<file path="src/rtl/txfront_pkg.sv">
package txfront_pkg;
  typedef logic [1:0] byteCnt_t;

  typedef struct packed {
    logic     push;
    logic     pop;
    logic     drop;
    byteCnt_t cnt;
  } strobes_t;
endpackage

</file>
<file path="src/rtl/txfront_ctrl.sv">
module txfront_ctrl
  import txfront_pkg::*;
#(
  parameter int ADDR_W     = 8,
  parameter int FULL_ADDR  = 'h1C,
  parameter int PART1_ADDR = 'h80,
  parameter int PART2_ADDR = 'h84,
  parameter int PART3_ADDR = 'h88,
  parameter int RX_ADDR    = 'h20
) (
  input  logic [ADDR_W-1:0] busAddr,
  input  logic              busWrEn,
  input  logic              busRdEn,
  input  logic              txFull,
  input  logic              rxEmpty,
  output strobes_t          strb
);
  localparam int NUM_PART = 3;
  localparam logic [ADDR_W-1:0] FULL_A = ADDR_W'(FULL_ADDR);
  localparam logic [ADDR_W-1:0] RX_A   = ADDR_W'(RX_ADDR);
  localparam logic [NUM_PART*ADDR_W-1:0] PART_A =
    {ADDR_W'(PART3_ADDR), ADDR_W'(PART2_ADDR), ADDR_W'(PART1_ADDR)};

  logic [NUM_PART-1:0] partHit;
  logic                fullHit;
  logic                txHit;
  logic                rxHit;
  byteCnt_t            cnt;

  genvar p;
  generate
    for (p = 0; p < NUM_PART; p++) begin : g_part
      assign partHit[p] = busAddr == PART_A[p*ADDR_W +: ADDR_W];
    end
  endgenerate

  assign fullHit = busAddr == FULL_A;
  assign rxHit   = busAddr == RX_A;
  assign txHit   = fullHit || (|partHit);

  always_comb begin
    cnt = '0;
    for (int i = 0; i < NUM_PART; i++) begin
      if (partHit[i]) cnt = byteCnt_t'(i + 1);
    end
  end

  always_comb begin
    strb.cnt  = cnt;
    strb.push = busWrEn && txHit && !txFull;
    strb.drop = busWrEn && txHit && txFull;
    strb.pop  = busRdEn && !busWrEn && rxHit && !rxEmpty;
  end
endmodule

</file>
<file path="src/rtl/txfront_dpath.sv">
module txfront_dpath
  import txfront_pkg::*;
#(
  parameter int DATA_W = 32
) (
  input  logic              clk,
  input  logic              rstN,
  input  strobes_t          strb,
  input  logic [DATA_W-1:0] busWrData,
  input  logic [DATA_W-1:0] rxHead,
  output logic [DATA_W-1:0] busRdData,
  output logic              txPush,
  output logic [DATA_W-1:0] txPushData,
  output logic [1:0]        txPushCnt,
  output logic              rxPop,
  output logic              txOverflow
);
  localparam int NBYTES = DATA_W / 8;

  genvar b;
  generate
    for (b = 0; b < NBYTES; b++) begin : g_byte
      logic keep;
      assign keep = (strb.cnt == '0) || (b < int'(strb.cnt));
      assign txPushData[b*8 +: 8] = keep ? busWrData[b*8 +: 8] : 8'hFF;
    end
  endgenerate

  assign txPush    = strb.push;
  assign txPushCnt = strb.cnt;
  assign rxPop     = strb.pop;
  assign busRdData = strb.pop ? rxHead : '0;

  always_ff @(posedge clk or negedge rstN) begin
    if (!rstN)          txOverflow <= 1'b0;
    else if (strb.drop) txOverflow <= 1'b1;
  end
endmodule

</file>
<file path="src/rtl/txfront_top.sv">
module txfront_top
  import txfront_pkg::*;
#(
  parameter int ADDR_W = 8,
  parameter int DATA_W = 32
) (
  input  logic              clk,
  input  logic              rstN,
  input  logic [ADDR_W-1:0] busAddr,
  input  logic              busWrEn,
  input  logic [DATA_W-1:0] busWrData,
  input  logic              busRdEn,
  output logic [DATA_W-1:0] busRdData,
  input  logic              txFull,
  output logic              txPush,
  output logic [DATA_W-1:0] txPushData,
  output logic [1:0]        txPushCnt,
  input  logic              rxEmpty,
  input  logic [DATA_W-1:0] rxHead,
  output logic              rxPop,
  output logic              txOverflow
);
  strobes_t strb;

  txfront_ctrl #(.ADDR_W(ADDR_W)) u_ctrl (
    .busAddr(busAddr), .busWrEn(busWrEn), .busRdEn(busRdEn),
    .txFull(txFull), .rxEmpty(rxEmpty), .strb(strb)
  );

  txfront_dpath #(.DATA_W(DATA_W)) u_dpath (
    .clk(clk), .rstN(rstN), .strb(strb), .busWrData(busWrData),
    .rxHead(rxHead), .busRdData(busRdData), .txPush(txPush),
    .txPushData(txPushData), .txPushCnt(txPushCnt), .rxPop(rxPop),
    .txOverflow(txOverflow)
  );
endmodule

</file>
<file path="config.mk">
export PLATFORM = sky130hd
export DESIGN_NAME = txfront_top
export DESIGN_NICKNAME = d
export VERILOG_FILES = /design/src/rtl/txfront_pkg.sv /design/src/rtl/txfront_ctrl.sv /design/src/rtl/txfront_dpath.sv /design/src/rtl/txfront_top.sv
export SDC_FILE = /design/constraint.sdc
export NUM_CORES = 1
export LEC_CHECK = 0
export ABC_AREA = 1
export BUFFER_PORTS_ARGS = -buffer_cell sky130_fd_sc_hd__clkbuf_2
export CAP_MARGIN = 40
export CORE_AREA = 2 2 56 58
export CTS_CLUSTER_DIAMETER = 60
export DETAILED_ROUTE_END_ITERATION = 16
export DIE_AREA = 0 0 58 60
export PLACE_DENSITY = 0.88
export SLEW_MARGIN = 20
export SYNTH_ARGS = -nofsm -noshare
export SYNTH_HDL_FRONTEND = slang
export SYNTH_SLANG_ARGS = --single-unit
</file>
<file path="constraint.sdc">
create_clock -name clk -period 2.6 [get_ports clk]
set_input_delay 0.39 -clock clk [delete_from_list [all_inputs] [get_ports clk]]
set_output_delay 0.39 -clock clk [all_outputs]
set_load 0.005 [all_outputs]
</file>
# --- Word level (Yosys, flattened, before mapping) ---
# Index checks and enable logic that the tools add are counted.
# Widths: inputs -> output; s select.
op_classes:
  n_lt_le_gt_ge: 3
  muxes: 8
  n_reduce_logical: 15
  n_eq_ne: 5
op_table:
  columns: ["operator", "n"]
  rows:
  - ["$mux 32", 1]
  - ["$mux 8", 4]
  - ["$eq 8x8->1 const B", 3]
  - ["$eq 8x5->1 const B", 1]
  - ["$eq 8x6->1 const B", 1]
  - ["$logic_and 1x1->1", 6]
  - ["$logic_or 1x1->1", 4]
  - ["$lt 1x2->1 const A", 2]
  - ["$mux 2", 2]
  - ["$logic_not 1->1", 3]
  - ["$reduce_or 3->1", 1]
  - ["$logic_not 2->1", 1]
  - ["$lt 2x2->1 const A", 1]
  - ["$mux 1", 1]
totals:
  register_bits: 1
  out_inout_bits: 69
  elab_cells: 32

# --- Longest topological paths before layout ---
logic_depth:
  word_depth: 7
  depth_mapped: 8

# --- Cells and area by module ---
# A second synthesis with hierarchy kept.
hier_totals:
  cells_unflattened: 173
  area_unflattened_um2: 773.2
modules_own_cells:
  columns: ["module", "area_each_um2", "instances", "cells_each", "seq_area_each_um2"]
  rows:
  - ["txfront_dpath", 625.6, 1, 138, 25.0]
  - ["txfront_ctrl", 147.6, 1, 35, 0.0]

# --- Worst setup path before layout ---
# No wires, ideal clock.
synth_timing:
  path_kind: "input-to-output"
  startpoint: "input busAddr[4]"
  endpoint: "output txPushData[16]"
  required_ns: 2.210
  slack_ns: 0.777
  arrival_time_ns: 1.433
  stages: 6
  cell_sequence: "nor2_1 nand4_1 nor2_1 inv_1 ha_1 or2_2"
synth_lines:
  columns: ["element", "line_no", "rtl"]
  rows:
  - ["from (decl)", "txfront_top.sv:9", "input logic [ADDR_W-1:0] busAddr,"]
  - ["to (decl)", "txfront_top.sv:16", "output logic [DATA_W-1:0] txPushData,"]

# --- Worst setup path after layout ---
layout_timing:
  startpoint: "input busAddr[4]"
  endpoint: "output txPushData[21]"
layout_via:
  elab_chain_len: 7
layout_lines:
  columns: ["element", "line_no", "rtl"]
  rows:
  - ["$eq 8x8->1", "txfront_ctrl.sv:33", "assign partHit[p] = busAddr == PART_A[p*ADDR_W +: ADDR_W];"]
  - ["$mux 1", "txfront_ctrl.sv:44", "if (partHit[i]) cnt = byteCnt_t'(i + 1);"]
  - ["$mux 2", "txfront_ctrl.sv:44", null]
  - ["$mux 2 (*)", "txfront_ctrl.sv:44", null]
  - ["$lt 2x2->1 or $logic_not 2->1 (tied branches)", "txfront_dpath.sv:24", "assign keep = (strb.cnt == '0) || (b < int'(strb.cnt));"]
  - ["$logic_or 1x1->1 (*)", "txfront_dpath.sv:24", null]
  - ["$mux 8 (*)", "txfront_dpath.sv:25", "assign txPushData[b*8 +: 8] = keep ? busWrData[b*8 +: 8] : 8'hFF;"]
# Every way passes the cells marked *; elsewhere a longest branch is shown, timed or not.

==> summary.md <==
| Metric | Value |
|---|---|
| RSZ-0062 raised after global routing | false |
| Most frequent cells in the layout | clkbuf_2, inv_1, nor2_2, nand2_1, or2_2 |
| Final WL | 2.54 mm |
| Commonest non-fill, non-tap cell in the layout | clkbuf_2 |
| Total power | 0.000135 W |
| Clk_skew | 0 ns |
| Post-synthesis instance area | 812 sq um |
| Global-route wire length before repair | 3.44 mm |
| Mapped Cells | 148 |
| Die Width | 58 microns |
| Hold Buf Count CTS | 0 |
| IO Count | 147 |
| Relative slew slack | 63.5% |
| Required time of the critical path | 2.21 ns |
| CP max-delay cell | ha_1 |
| DRT iter0 DRCs | 17 |
| Die Footprint | 3480 sq um |
| Syn_area_per_cell | 5.49 sq um |
| Tcrit/Tclk final | 84.1% |
| Die Y | 60 microns |
| Initial Util | 28.0% |
| Flops & latches, synth | 1 |
| Max FFs per register | 1 |
| Worst R2R Path Depth | 2 |
| Core area | 2900 sq um |
| Global placer's final weighted congestion | 0.767 |
| CP arrival | 1.80 ns |
| CP Capture Type | primary output |
| Fin. Hold Viols | 0 |
| DRC | 0 |
| Share of cells above drive strength 1 | 68.9% |
| Actual slew at the worst max-slew pin | 0.548 ns |
| Vias in the first global route | 877 |
| Crit. Startpoint | busAddr[4] |
| IR drop worst, VDD | 0.0000830 V |
| Max Transition Viols Final | 0 |
| Clk Latency, worst-skew pair | 0 ns |
| Worst min-delay path class | in -> async |
| CP Launch Type | input pin |
| Post-synthesis sequential area ratio | 3.08% |
| CP max FO | 8 |
| Pre-Repair DR Iteration Count | 4 |
| Crit path kind | in -> out |
| Final Critical Period | 2.19 ns |
| Initial antenna violation count | 0 |
| Vias | 1164 |
| Max Clock Freq | 457 MHz |
| Reg-to-Reg Start | u_dpath.txOverflow$_DFFE_PN0P_ |
| Nets@finish | 346 |
| Fin Setup TNS | 0 ns |
| Largest reg by FF count | u_dpath.txOverflow |
| Synth Warn # | 0 |
| Total GRT Usage | 11.8% |
| Postcts setup bufs | 0 |
| Max incr delay on CP | 0.34 ns |
| Std-Cell Rows | 20 |
| Pwr dens | 96.9 nW/um^2 |
| Syn Nets | 228 |
| Final setup fails | 0 |
| Diode count | 0 |
| Max_cap viols | 0 |
| DR vias/cell | 3.92 |
| Gr ovfl total | 0 |
| Top flop regs | u_dpath.txOverflow (1) |
| # fillers | 305 |
| Drt wl/cell | 8.56 microns |
| Area growth syn-to-layout | 71.3% |
| PortBufs | 130 |
| Worst-path clk slew | 0 ns |
| DP HPWL | 2.43 mm |
| Status | completed |
| Util after Layout | 47.9% |
| Post-CTS Resized | 0 |
| Largest net degree at the start of global routing | 34 |
| Yosys cell types | 16 |
| Cells along the critical path | clkbuf_2 -> nor2_1 -> nand4_1 -> nor2_1 -> inv_1 -> ha_1 -> or2_2 -> clkbuf_2 |
| P_leak | 1.05 nW |
| Final ANT Viol Nets | 0 |
[per-layer routing]
| metal | vias to the layer above | track usage (%) | wire length (microns) |
|---|---|---|---|
| li1 | 623 | - | - |
| met1 | 477 | 12.5 | 884 |
| met2 | 62 | 24.5 | 1370 |
| met3 | 2 | 2.38 | 279 |
| met4 | 0 | 0.664 | 10 |
| met5 | - | 0 | 0 |
[Yosys cell counts, drive strengths merged]
library cell | n | area, sq um
buf | 13 | 109
clkbuf | 1 | 3.75
dfrtp | 1 | 25.0
ha | 2 | 25.0
inv | 50 | 188
nand2 | 18 | 67.6
nand3 | 2 | 22.5
nand4 | 1 | 6.26
nor2 | 42 | 245
nor3 | 2 | 20.0
or2 | 16 | 100
[final timing paths]
check	to	slack [ns]
setup / recovery	txPushData[21]	0.41
hold / removal	u_dpath.txOverflow$_DFFE_PN0P_	0.17
min in group clk	u_dpath.txOverflow$_DFFE_PN0P_	0.46
hold reg to reg	u_dpath.txOverflow$_DFFE_PN0P_	0.46
setup reg to reg	u_dpath.txOverflow$_DFFE_PN0P_	2.02
max in group asynchronous	u_dpath.txOverflow$_DFFE_PN0P_	2.35
[stage by stage]
step                hold WS, ns  setup WS [ns]  area (sq um)  std cells
floorplan                0.0944          0.777           812        148
global placement          0.165          0.457          1390        297
detailed placement        0.166          0.380          1390        297
CTS                       0.166          0.378          1390        297
global route              0.170          0.282          1390        297
finish                    0.166          0.413          1390        297
[worst max-delay path: cells and delay by family]
kind / cells / cell delay [ns]
adder cells (fa/ha/maj): 1 / 0.34
AND/OR/NAND/NOR: 4 / 0.76
buffers and inverters: 3 / 0.29
[kinds of logic (layout without fill, tap and decap cells)]
| logic type | count (synthesis) | count (layout) | share of synthesized area (%) |
|---|---|---|---|
| adder cells (fa/ha/maj) | 2 | 2 | 3.08 |
| AND/OR/NAND/NOR | 81 | 81 | 56.9 |
| flip-flops | 1 | 1 | 3.08 |
| buffers and inverters | 64 | 180 | 37.0 |
[final cells by class]
type | count | area (sq um) | area share (%)
multi-input cells | 83 | 487 | 35.0
flip-flops and latches | 1 | 25.0 | 1.80
repair buffers | 130 | 651 | 46.8
well taps | 33 | 41.3 | 2.97
inverters | 50 | 188 | 13.5
[power breakdown]
group / internal [W] / switching [W] / total (W)
Clock: 0 / 0 / 0
Sequential: 0.0000158 / 0 / 0.0000158
Combinational: 0.0000682 / 0.0000509 / 0.000119
(Power assumes the default switching activity.)
